--- src/rtl/flowtag_pkg.sv ---
package flowtag_pkg;

    localparam int          CRC_W    = 32;
    localparam logic [31:0] CRC_POLY = 32'h04C1_1DB7;

    typedef struct packed {
        logic [CRC_W-1:0] iv;
        logic             reflect;
        logic             invert;
    } crc_cfg_t;

    function automatic logic [7:0] rev8(input logic [7:0] v);
        logic [7:0] r;
        for (int i = 0; i < 8; i++) r[i] = v[7-i];
        return r;
    endfunction

    function automatic logic [CRC_W-1:0] rev32(input logic [CRC_W-1:0] v);
        logic [CRC_W-1:0] r;
        for (int i = 0; i < CRC_W; i++) r[i] = v[CRC_W-1-i];
        return r;
    endfunction

    // One byte, MSB first, unrolled over eight bit steps.
    function automatic logic [CRC_W-1:0] crc_byte(input logic [CRC_W-1:0] s,
                                                  input logic [7:0] b);
        logic [CRC_W-1:0] c;
        c = s ^ {b, {(CRC_W-8){1'b0}}};
        for (int k = 0; k < 8; k++)
            c = c[CRC_W-1] ? ((c << 1) ^ CRC_POLY) : (c << 1);
        return c;
    endfunction

endpackage

--- src/rtl/ftag_mask_bank.sv ---
module ftag_mask_bank #(
    parameter int NUM_MASKS     = 4,
    parameter int REGS_PER_MASK = 16
) (
    input  logic                                      clk,
    input  logic                                      rst_n,
    input  logic                                      wr_en,
    input  logic [$clog2(NUM_MASKS*REGS_PER_MASK)-1:0] wr_idx,
    input  logic [7:0]                                wr_data,
    input  logic                                      wr_or,
    input  logic                                      clr_en,
    input  logic [$clog2(NUM_MASKS)-1:0]              clr_sel,
    input  logic [$clog2(NUM_MASKS)-1:0]              lk_sel,
    input  logic [$clog2(REGS_PER_MASK)+2:0]          lk_off,
    output logic                                      lk_bit
);

    localparam int NREG   = NUM_MASKS * REGS_PER_MASK;
    localparam int IDX_W  = $clog2(NREG);
    localparam int SEL_W  = $clog2(NUM_MASKS);
    localparam int SLOT_W = $clog2(REGS_PER_MASK);
    localparam int OFF_W  = SLOT_W + 3;

    logic [7:0] regs_q [NREG];
    logic [7:0] regs_d [NREG];

    always_comb begin
        for (int i = 0; i < NREG; i++) begin
            regs_d[i] = regs_q[i];
            if (clr_en && ((i / REGS_PER_MASK) == int'(clr_sel)))
                regs_d[i] = 8'h00;
            if (wr_en && (i == int'(wr_idx)))
                regs_d[i] = wr_or ? (regs_d[i] | wr_data) : wr_data;
        end
    end

    always_ff @(posedge clk) begin
        if (!rst_n) begin
            for (int i = 0; i < NREG; i++) regs_q[i] <= 8'h00;
        end else begin
            regs_q <= regs_d;
        end
    end

    // Register slot from the upper offset bits; bit 7 is the lowest offset.
    logic [IDX_W-1:0] lk_idx;
    assign lk_idx = {lk_sel, lk_off[OFF_W-1:3]};
    assign lk_bit = regs_q[lk_idx][~lk_off[2:0]];

    // the first slot of a cleared mask reads zero afterwards.
    a_r3_clear_zero: assert property (@(posedge clk) disable iff (!rst_n)
        (clr_en && !wr_en) |=> (regs_q[{$past(clr_sel), {SLOT_W{1'b0}}}] == 8'h00));

    // an OR write keeps every bit that was already set.
    a_r2_or_keeps: assert property (@(posedge clk) disable iff (!rst_n)
        (wr_en && wr_or && !clr_en) |=>
        ((regs_q[$past(wr_idx)] & $past(regs_q[wr_idx])) == $past(regs_q[wr_idx])));

endmodule

--- src/rtl/ftag_crc_cfg.sv ---
module ftag_crc_cfg
    import flowtag_pkg::*;
#(
    parameter int NUM_IFS = 2,
    parameter int IF_W    = (NUM_IFS > 1) ? $clog2(NUM_IFS) : 1
) (
    input  logic            clk,
    input  logic            rst_n,
    input  logic            wr_en,
    input  logic [IF_W-1:0] wr_if,
    input  crc_cfg_t        wr_cfg,
    input  logic [IF_W-1:0] rd_if,
    output crc_cfg_t        rd_cfg
);

    localparam crc_cfg_t CFG_RESET = '{iv: '1, reflect: 1'b1, invert: 1'b1};

    crc_cfg_t cfg_q [NUM_IFS];
    crc_cfg_t cfg_d [NUM_IFS];

    always_comb begin
        for (int i = 0; i < NUM_IFS; i++) begin
            cfg_d[i] = cfg_q[i];
            if (wr_en && (i == int'(wr_if))) cfg_d[i] = wr_cfg;
        end
    end

    always_ff @(posedge clk) begin
        if (!rst_n) begin
            for (int i = 0; i < NUM_IFS; i++) cfg_q[i] <= CFG_RESET;
        end else begin
            cfg_q <= cfg_d;
        end
    end

    assign rd_cfg = cfg_q[rd_if];

    // a written configuration is held for its interface.
    a_r11_cfg_store: assert property (@(posedge clk) disable iff (!rst_n)
        wr_en |=> (cfg_q[$past(wr_if)] == $past(wr_cfg)));

endmodule

--- src/rtl/ftag_crc_core.sv ---
module ftag_crc_core
    import flowtag_pkg::*;
#(
    parameter int SEL_W = 2,
    parameter int OFF_W = 7
) (
    input  logic             clk,
    input  logic             rst_n,
    input  logic             pkt_valid,
    input  logic             pkt_sop,
    input  logic             pkt_eop,
    input  logic [7:0]       pkt_data,
    input  logic [SEL_W-1:0] pkt_mask_sel,
    input  logic             pkt_tag_en,
    input  crc_cfg_t         cfg_in,
    output logic [SEL_W-1:0] lk_sel,
    output logic [OFF_W-1:0] lk_off,
    input  logic             lk_bit,
    output logic             tag_valid,
    output logic [CRC_W-1:0] tag
);

    // The top bit of the offset counter marks "past the mask window".
    localparam int CNT_W = OFF_W + 1;

    typedef struct packed {
        logic             active;
        logic             en;
        logic [SEL_W-1:0] msel;
        logic [CNT_W-1:0] off;
        logic             reflect;
        logic             invert;
        logic [CRC_W-1:0] crc;
        logic             tv;
        logic [CRC_W-1:0] tag;
    } core_st_t;

    core_st_t st_q, st_d;

    logic             take, cur_en, cur_refl, cur_inv, in_rng, use_b;
    logic [CRC_W-1:0] base, nxt_crc, fin;
    logic [CNT_W-1:0] cur_off;
    logic [7:0]       b_in;

    always_comb begin
        st_d     = st_q;
        st_d.tv  = 1'b0;

        take     = pkt_valid && (pkt_sop || st_q.active);
        cur_en   = pkt_sop ? pkt_tag_en     : st_q.en;
        cur_refl = pkt_sop ? cfg_in.reflect : st_q.reflect;
        cur_inv  = pkt_sop ? cfg_in.invert  : st_q.invert;
        base     = pkt_sop ? (cfg_in.reflect ? rev32(cfg_in.iv) : cfg_in.iv) : st_q.crc;
        cur_off  = pkt_sop ? '0 : st_q.off;

        lk_sel   = pkt_sop ? pkt_mask_sel : st_q.msel;
        lk_off   = cur_off[OFF_W-1:0];

        in_rng   = !cur_off[OFF_W];
        use_b    = take && cur_en && in_rng && lk_bit;
        b_in     = cur_refl ? rev8(pkt_data) : pkt_data;
        nxt_crc  = use_b ? crc_byte(base, b_in) : base;
        fin      = (cur_refl ? rev32(nxt_crc) : nxt_crc) ^ {CRC_W{cur_inv}};

        if (take) begin
            st_d.active  = 1'b1;
            st_d.en      = cur_en;
            st_d.reflect = cur_refl;
            st_d.invert  = cur_inv;
            st_d.msel    = lk_sel;
            st_d.crc     = nxt_crc;
            st_d.off     = cur_off[OFF_W] ? cur_off : cur_off + 1'b1;
            if (pkt_eop) begin
                st_d.active = 1'b0;
                st_d.tv     = 1'b1;
                st_d.tag    = fin;
            end
        end
    end

    always_ff @(posedge clk) begin
        if (!rst_n) st_q <= '0;
        else        st_q <= st_d;
    end

    assign tag_valid = st_q.tv;
    assign tag       = st_q.tag;

    // an accepted end byte yields a tag in the next cycle.
    a_r9_tag_after_eop: assert property (@(posedge clk) disable iff (!rst_n)
        (pkt_valid && pkt_eop && (pkt_sop || st_q.active)) |=> tag_valid);

    // a tag only follows a cycle carrying an end marker.
    a_r9_tag_cause: assert property (@(posedge clk) disable iff (!rst_n)
        tag_valid |-> $past(pkt_valid && pkt_eop));

    // the offset counter never runs past the window edge.
    a_r4_off_bound: assert property (@(posedge clk) disable iff (!rst_n)
        st_q.active |-> (st_q.off <= CNT_W'(1 << OFF_W)));

    // with hashing off the running CRC does not move.
    a_r5_hash_off_hold: assert property (@(posedge clk) disable iff (!rst_n)
        (pkt_valid && !pkt_sop && st_q.active && !st_q.en) |=> $stable(st_q.crc));

    // a stray byte outside a packet produces no tag.
    a_r10_stray_quiet: assert property (@(posedge clk) disable iff (!rst_n)
        (pkt_valid && !pkt_sop && !st_q.active) |=> !tag_valid);

endmodule

--- src/rtl/flowtag_crc_unit.sv ---
module flowtag_crc_unit
    import flowtag_pkg::*;
#(
    parameter int NUM_MASKS     = 4,
    parameter int REGS_PER_MASK = 16,
    parameter int NUM_IFS       = 2
) (
    input  logic                                       clk,
    input  logic                                       rst_n,
    input  logic                                       mreg_we,
    input  logic [$clog2(NUM_MASKS*REGS_PER_MASK)-1:0] mreg_idx,
    input  logic [7:0]                                 mreg_wdata,
    input  logic                                       mreg_or,
    input  logic                                       mask_clr,
    input  logic [$clog2(NUM_MASKS)-1:0]               mask_clr_sel,
    input  logic                                       crc_we,
    input  logic [((NUM_IFS > 1) ? $clog2(NUM_IFS) : 1)-1:0] crc_we_if,
    input  logic [31:0]                                crc_iv,
    input  logic                                       crc_reflect,
    input  logic                                       crc_invert,
    input  logic                                       pkt_valid,
    input  logic                                       pkt_sop,
    input  logic                                       pkt_eop,
    input  logic [7:0]                                 pkt_data,
    input  logic [$clog2(NUM_MASKS)-1:0]               pkt_mask_sel,
    input  logic [((NUM_IFS > 1) ? $clog2(NUM_IFS) : 1)-1:0] pkt_if,
    input  logic                                       pkt_tag_en,
    output logic                                       tag_valid,
    output logic [31:0]                                tag
);

    localparam int SEL_W = $clog2(NUM_MASKS);
    localparam int OFF_W = $clog2(REGS_PER_MASK) + 3;
    localparam int IF_W  = (NUM_IFS > 1) ? $clog2(NUM_IFS) : 1;

    crc_cfg_t         wr_cfg, sel_cfg;
    logic [SEL_W-1:0] lk_sel;
    logic [OFF_W-1:0] lk_off;
    logic             lk_bit;

    assign wr_cfg = '{iv: crc_iv, reflect: crc_reflect, invert: crc_invert};

    ftag_mask_bank #(
        .NUM_MASKS     (NUM_MASKS),
        .REGS_PER_MASK (REGS_PER_MASK)
    ) u_masks (
        .clk     (clk),
        .rst_n   (rst_n),
        .wr_en   (mreg_we),
        .wr_idx  (mreg_idx),
        .wr_data (mreg_wdata),
        .wr_or   (mreg_or),
        .clr_en  (mask_clr),
        .clr_sel (mask_clr_sel),
        .lk_sel  (lk_sel),
        .lk_off  (lk_off),
        .lk_bit  (lk_bit)
    );

    ftag_crc_cfg #(
        .NUM_IFS (NUM_IFS),
        .IF_W    (IF_W)
    ) u_cfg (
        .clk    (clk),
        .rst_n  (rst_n),
        .wr_en  (crc_we),
        .wr_if  (crc_we_if),
        .wr_cfg (wr_cfg),
        .rd_if  (pkt_if),
        .rd_cfg (sel_cfg)
    );

    ftag_crc_core #(
        .SEL_W (SEL_W),
        .OFF_W (OFF_W)
    ) u_core (
        .clk          (clk),
        .rst_n        (rst_n),
        .pkt_valid    (pkt_valid),
        .pkt_sop      (pkt_sop),
        .pkt_eop      (pkt_eop),
        .pkt_data     (pkt_data),
        .pkt_mask_sel (pkt_mask_sel),
        .pkt_tag_en   (pkt_tag_en),
        .cfg_in       (sel_cfg),
        .lk_sel       (lk_sel),
        .lk_off       (lk_off),
        .lk_bit       (lk_bit),
        .tag_valid    (tag_valid),
        .tag          (tag)
    );

endmodule

--- config.mk ---
export PLATFORM = sky130hd
export DESIGN_NAME = flowtag_crc_unit
export DESIGN_NICKNAME = d
export VERILOG_FILES = /design/src/rtl/flowtag_pkg.sv /design/src/rtl/ftag_mask_bank.sv /design/src/rtl/ftag_crc_cfg.sv /design/src/rtl/ftag_crc_core.sv /design/src/rtl/flowtag_crc_unit.sv
export SDC_FILE = /design/constraint.sdc
export NUM_CORES = 2
export LEC_CHECK = 0
export ABC_CLOCK_PERIOD_IN_PS = 7200
export BUFFER_PORTS_ARGS = -buffer_cell sky130_fd_sc_hd__buf_2
export CELL_PAD_IN_SITES_DETAIL_PLACEMENT = 0
export CELL_PAD_IN_SITES_GLOBAL_PLACEMENT = 1
export CORE_MARGIN = 3
export CORE_UTILIZATION = 53
export CTS_CLUSTER_DIAMETER = 60
export DETAILED_ROUTE_END_ITERATION = 8
export GPL_TIMING_DRIVEN = 0
export PLACE_DENSITY_LB_ADDON = 0.08
export SLEW_MARGIN = 0
export SYNTH_ARGS = -nofsm -noshare
export SYNTH_HDL_FRONTEND = slang
export SYNTH_SLANG_ARGS = --single-unit
--- constraint.sdc ---
create_clock -name clk -period 7.2 [get_ports clk]
set_clock_uncertainty 0.05 [all_clocks]
set_input_delay 0.72 -clock clk [delete_from_list [all_inputs] [get_ports clk]]
set_output_delay 0.72 -clock clk [all_outputs]
set_load 0.02 [all_outputs]
### Word-level counts from Yosys, hierarchy flattened

Cells that the tools add are included.

| cells by class | value |
|---|---|
| bitwise logic cells | 78 |
| magnitude comparators | 3 |
| multiplexer cells | 221 |
| equality and inequality tests | 66 |
| reduce and logical (&&, ||, !) cells | 80 |
| add/sub/neg operators | 1 |

Operators with widths:

| cell | number |
|---|---|
| $mux W8 | 197 |
| $or A8 B8 Y8 | 64 |
| $mux W27 | 8 |
| $eq A6 B6 Y1 const A | 32 |
| $mux W32 | 4 |
| $not A14 Y14 | 8 |
| $mux W34 | 3 |
| $eq A5 B6 Y1 const A | 16 |
| $logic_and A1 B1 Y1 | 74 |
| $xor A32 B32 Y32 | 2 |
| $bmux W8 S6 | 1 |
| $eq A4 B6 Y1 const A | 8 |
| $mux W33 | 1 |
| $eq A3 B6 Y1 const A | 4 |
| $eq A2 B6 Y1 const A | 2 |
| $add A8 B1 Y8 const B | 1 |
| $ge A7 B7 Y1 const B | 1 |
| $not A6 Y7 | 1 |
| $eq A1 B6 Y1 const A | 1 |
| $logic_not A6 Y1 | 1 |
| $mux W1 | 5 |
| $eq A2 B2 Y1 const A | 2 |
| $lt A3 B4 Y1 const B | 1 |
| $reduce_and A2 Y1 | 2 |
| 10 further kinds | 10 |

| storage, ports and cells | value |
|---|---|
| output and inout port bits | 33 |
| bits of input ports | 72 |
| register bits after elaboration | 659 |

### Longest topological paths before layout

| depth | value |
|---|---|
| word-level depth | 27 |
| mapped depth | 19 |
| gate-level depth less buffers | 11 |

### Cells and area by module

A second synthesis with hierarchy kept.

| second synthesis, totals | value |
|---|---|
| cells, all modules | 3,400 |
| area, all modules | 32,697.6 µm² |

By module, submodules not included:

| module | times used | cells an instance | area each (µm²) | seq. area each (µm²) |
|---|---|---|---|---|
| ftag_mask_bank | 1 | 2,271 | 23,331.1 | 10,249.8 |
| ftag_crc_core | 1 | 750 | 6,132.1 | 1,581.5 |
| ftag_crc_cfg | 1 | 379 | 3,234.4 | 1,361.3 |

### Worst setup path before layout

Ideal clock, no wire load.

| timing path | value |
|---|---|
| path kind | input to register |
| start point | in pkt_if |
| end point | reg u_core.st_q, in the netlist u_core.tag[12] |
| arrival | 3,687 ps |
| slack | 3,341 ps |
| path buffers | 2 |
| stages | 11 |
| path through | buf_6 -> mux2i_4 -> buf_6 -> mux4_2 -> mux2i_4 -> xnor2_4 -> xor2_4 -> xnor2_1 -> xnor2_1 -> mux4_2 -> a221o_1 |

| between the ends | value |
|---|---|
| longest elaborated chain between the ends | 24 |
| elaborated cells on any way between the ends | 29 |
| those cells by class | 18 x mux; 11 x bitwise |

RTL lines:

| element | line | text |
|---|---|---|
| start: declaration | flowtag_crc_unit.sv:26 | `input logic [((NUM_IFS > 1) ? $clog2(NUM_IFS) : 1)-1:0] pkt_if,` |
| $not A1 Y2 (not written as such) (*) | ftag_crc_cfg.sv:36 | `assign rd_cfg = cfg_q[rd_if];` |
| $mux W34 (not written as such) (*) (3 in series) | ftag_crc_cfg.sv:36 |  |
| $mux W32 (2 in series) | ftag_crc_core.sv:53 | `base = pkt_sop ? (cfg_in.reflect ? rev32(cfg_in.iv) : cfg_in.iv) : st_q.crc;` |
| $xor A32 B32 Y32 | flowtag_pkg.sv:28 | `c = s ^ {b, {(CRC_W-8){1'b0}}};` |
| $not A14 Y14 (no source line) | -- |  |
| $mux W27 (2 in series) | flowtag_pkg.sv:30 | `c = c[CRC_W-1] ? ((c << 1) ^ CRC_POLY) : (c << 1);` |
| $not A14 Y14 (no source line) | -- |  |
| $mux W27 | flowtag_pkg.sv:30 |  |
| [4 not listed] | -- |  |
| $mux W27 | flowtag_pkg.sv:30 |  |
| $not A14 Y14 (no source line) | -- |  |
| $mux W27 | flowtag_pkg.sv:30 |  |
| $not A14 Y14 (no source line) | -- |  |
| $mux W27 | flowtag_pkg.sv:30 |  |
| $mux W32 | ftag_crc_core.sv:62 | `nxt_crc = use_b ? crc_byte(base, b_in) : base;` |
| $mux W32 | ftag_crc_core.sv:63 | `fin = (cur_refl ? rev32(nxt_crc) : nxt_crc) ^ {CRC_W{cur_inv}};` |
| $xor A32 B32 Y32 (*) | ftag_crc_core.sv:63 |  |
| end signal: assignment | ftag_crc_core.sv:83 | `else st_q <= st_d;` |
| end: declaration | ftag_crc_core.sv:38 | `core_st_t st_q, st_d;` |

Every way passes the cells marked *; elsewhere a longest branch is shown, timed or not. The select of a mux whose other input is x is not followed.
A chain may end at the register's enable or synchronous reset.

### Worst setup path in the final report

| timing path | value |
|---|---|
| start point | reg u_core.st_q[72] in the netlist's numbering |
| end point | reg u_core.st_q, in the netlist u_core.tag[9] |

| between the ends | value |
|---|---|
| longest elaborated chain between the ends | 11 |

RTL lines:

| element | line | text |
|---|---|---|
| $mux W8 | ftag_crc_core.sv:54 | `cur_off = pkt_sop ? '0 : st_q.off;` |
| $not A6 Y7 (not written as such) | ftag_mask_bank.sv:48 | `assign lk_bit = regs_q[lk_idx][~lk_off[2:0]];` |
| $bmux W8 S6 | ftag_mask_bank.sv:48 |  |
| $mux W8 (not written as such) (2 in series) | ftag_mask_bank.sv:48 |  |
| $bmux W1 S3 | ftag_mask_bank.sv:48 |  |
| $mux W1 (not written as such) | ftag_mask_bank.sv:48 |  |
| $logic_and A1 B1 Y1 | ftag_crc_core.sv:60 | `use_b = take && cur_en && in_rng && lk_bit;` |
| $mux W32 | ftag_crc_core.sv:62 |  |
| $mux W32 | ftag_crc_core.sv:63 |  |
| $xor A32 B32 Y32 | ftag_crc_core.sv:63 |  |

Every way passes these cells. The select of a mux whose other input is x is not followed.

==> impl_metrics.toml <==
[cts]
cts.sink_count = 659
tritoncts = "built"
htree_levels = 3
post_cts_buffers = 0
cts_resized = 0
worstSkewPairLatency_ns = 0.66
cts_buffer_depth = 3
cts_hold_buffers = 0
root_buffer = "clkbuf_16"
clk_pin_slew_worst_paths_ns = 0.06
numCtsBuffers = 75

[pwr]
p_leak_uw = 0.0126
p_total_uw = 9170
power.density_mw_per_mm2 = 247
vdd_drop_max_mv = 0.189

[yosys]
synth_edf_count = 0
ys_seq_area_share_pct = 39.8
ys_ff_latch = 659
syn_area_per_cell_um2 = 9.44
synthArstFlopShare_pct = 0
synthFlopType = "dfxtp_1"
synth_area_mm2 = 0.0332
synthMuxAreaShare_pct = 10.8
synth-xor-area-share_pct = 2.81
synth.distinct_cells = 92
syn_nets = 3586
synthCells = 3513
yosys.area_share.simple_pct = 18.4
synthAdderAreaFrac_pct = 0.0377
synth_top_family_by_area = "compound AO/OA/AOI/OAI gates"
yosysWarnings = 0
synth_compound_area_share_pct = 23.0

[global_route]
grt_max_degree = 15
grt_pass1_vias = 30658
grt_overflow = 0
grt.total_usage_pct = 44.5
antenna_found_initial = 7
grt_pass1_wl_um = 214000

[placement]
port_buffers = 93
place_congestion = 1.09
dp_cells = 4443
post-dp-hpwl_um = 107000

[drt]
viasPerCell = 6.92
routedWlPerCell_um = 33.1
vias = 31712
dr.pass1.iters = 9
route.detailed.drc = 0
drt-initial-drc-count = 5082
wirelength_um = 152000
postRouteAntennaNets = 0

[timing]
rsz0062_at_grt = "false"
tightest_slew_ns = 1.60
layout_min_cycle_time_ns = 6.40
slew_violations = 39
fmaxAchievable_mhz = 156
setup_viol = 0
fin_crit_sh_pct = 88.9
final.setup.tns_ns = 0
final-hold-violation-count = 0
relSlewSlack_pct = -7.22

[floorplanning]
coreArea_mm2 = 0.0618
ioPinCount = 105
die_area_mm2 = 0.0656
die_w_um = 256
initial_core_util_pct = 53.6
die-height_um = 256
rows = 91

[critical_path]
cp_max_fo = 10
startpoint = "u_core.st_q[72]"
critPathArrivalTime_ns = 6.86
crit_path_start_kind = "flop"
timing.rr.start = "u_core.st_q[72]"
worst_setup_path_end_kind = "flop"
required_ns = 7.66
path_class = "flop to flop"

[run]
cap_viol_max_count = 5

[status]
violations = "capacitance limit, slew limit"
status = "finished with violations"

[final_layout]
drive_above_1_share_pct = 12.4
final_common_cell = "dfxtp_1"
final_nets = 3757
area_growth_pct = 12.2
final_cell_mix = "659 x dfxtp_1, 538 x nor2b_1, 526 x a22oi_1"
regArea_mm2 = 0.0132
layoutNonFillerInstCount = 4580
num-fill-cells = 5321
multi_input_area_mm2 = 0.0182
final_core_util_pct = 60.2

[worst_hold_path]
hp-class = "primary input to flop"
holdCritStartpoint = "crc_iv[24]"
path summary, 6_finish.rpt:
path,to,slack (ns),depth (start not counted)
worst min-delay path,u_cfg.cfg_q[26],0.23,3
worst min register to register,u_core.st_q[38],0.41,2
worst max-delay path,u_core.tag[9],0.80,11
worst max register to register,u_core.tag[9],0.80,11
cell type report:
class	count	area share (%)
inverter	17	0.172
buffer	329	4.51
antenna	4	0.0269
tap	837	2.82
sequential	659	35.5
multi-input combinational	2508	49.0
clock inverter	35	1.22
timing repair buffer	94	1.26
clock buffer	97	5.54
Yosys cell counts, types with 9 or more instances:
| cell type | count | area (um^2) |
|---|---|---|
| dfxtp_1 | 659 | 13200 |
| nor2b_1 | 538 | 3370 |
| a22oi_1 | 526 | 3950 |
| nand2_1 | 291 | 1090 |
| clkbuf_1 | 198 | 743 |
| mux2i_1 | 197 | 1970 |
| nor2_1 | 136 | 510 |
| nand3_1 | 111 | 556 |
| o31a_1 | 64 | 561 |
| buf_4 | 51 | 383 |
| mux4_2 | 50 | 1130 |
| a21oi_1 | 47 | 235 |
| o22ai_1 | 41 | 257 |
| buf_2 | 39 | 195 |
| o21ai_0 | 38 | 190 |
| xnor2_1 | 37 | 324 |
| o211ai_1 | 36 | 270 |
| a221o_1 | 34 | 340 |
| a21boi_0 | 31 | 233 |
| mux2_2 | 27 | 304 |
| buf_6 | 24 | 270 |
| a221oi_1 | 21 | 184 |
| o22a_1 | 18 | 158 |
| a211oi_1 | 17 | 128 |
| buf_1 | 15 | 56.3 |
| inv_1 | 15 | 56.3 |
| o32ai_1 | 14 | 123 |
| o31ai_1 | 13 | 97.6 |
| a211o_1 | 12 | 105 |
| and2_1 | 12 | 75.1 |
| o211a_1 | 11 | 110 |
| nor3_1 | 10 | 50.1 |
| xnor3_1 | 9 | 203 |
sequential cells by signal, indices dropped and copies added, names as in the netlist:
name	cells
u_core.tag	32
u_cfg.cfg_q	68
u_masks.regs_q	512
u_core.st_q	46
u_core.tag_valid	1
per-stage QoR:
stage	worst slack, ns	hold slack [ns]	area, um^2
2_1_floorplan	3.34	0.385	33200
3_3_place_gp	1.11	0.397	34700
3_5_place_dp	1.18	0.400	34700
4_1_cts	1.16	0.227	37200
5_1_grt	0.987	0.244	37200
6_report	0.802	0.233	37200
kinds of logic after synthesis:
kind of cell / count (synthesis)
xor+xnor: 69
simple gates: 1154
flops: 659
compound gates: 1000
mux: 284
fa+ha+maj: 1
buf+inv: 346
routing by layer:
| metal | GRT usage [%] | up-vias | wire [um] |
|---|---|---|---|
| li1 | - | 13252 | - |
| met1 | 52.1 | 15284 | 53800 |
| met2 | 68.1 | 2492 | 65500 |
| met3 | 15.3 | 680 | 18800 |
| met4 | 32.2 | 4 | 13500 |
| met5 | 0 | - | 34 |
worst max-delay path, cell delays in order (launching register included):
cell and delay, ns:
dfxtp_1 0.59, buf_2 0.48, clkbuf_1 1.19, clkbuf_1 0.80, o21ai_0 0.37, a221oi_1 0.61
o221ai_1 0.35, o31ai_2 0.20, o211ai_2 0.20, nor2_4 0.39, mux4_2 0.64, a221o_1 0.36
report_power, final:
group	leakage, uW	switching (uW)	internal (uW)
registers	0.00533	42.9	3710
clock network	0.00124	1700	2240
logic	0.00601	944	535
total	0.0126	2690	6480
No activity file was read; power rests on OpenSTA's default activity.
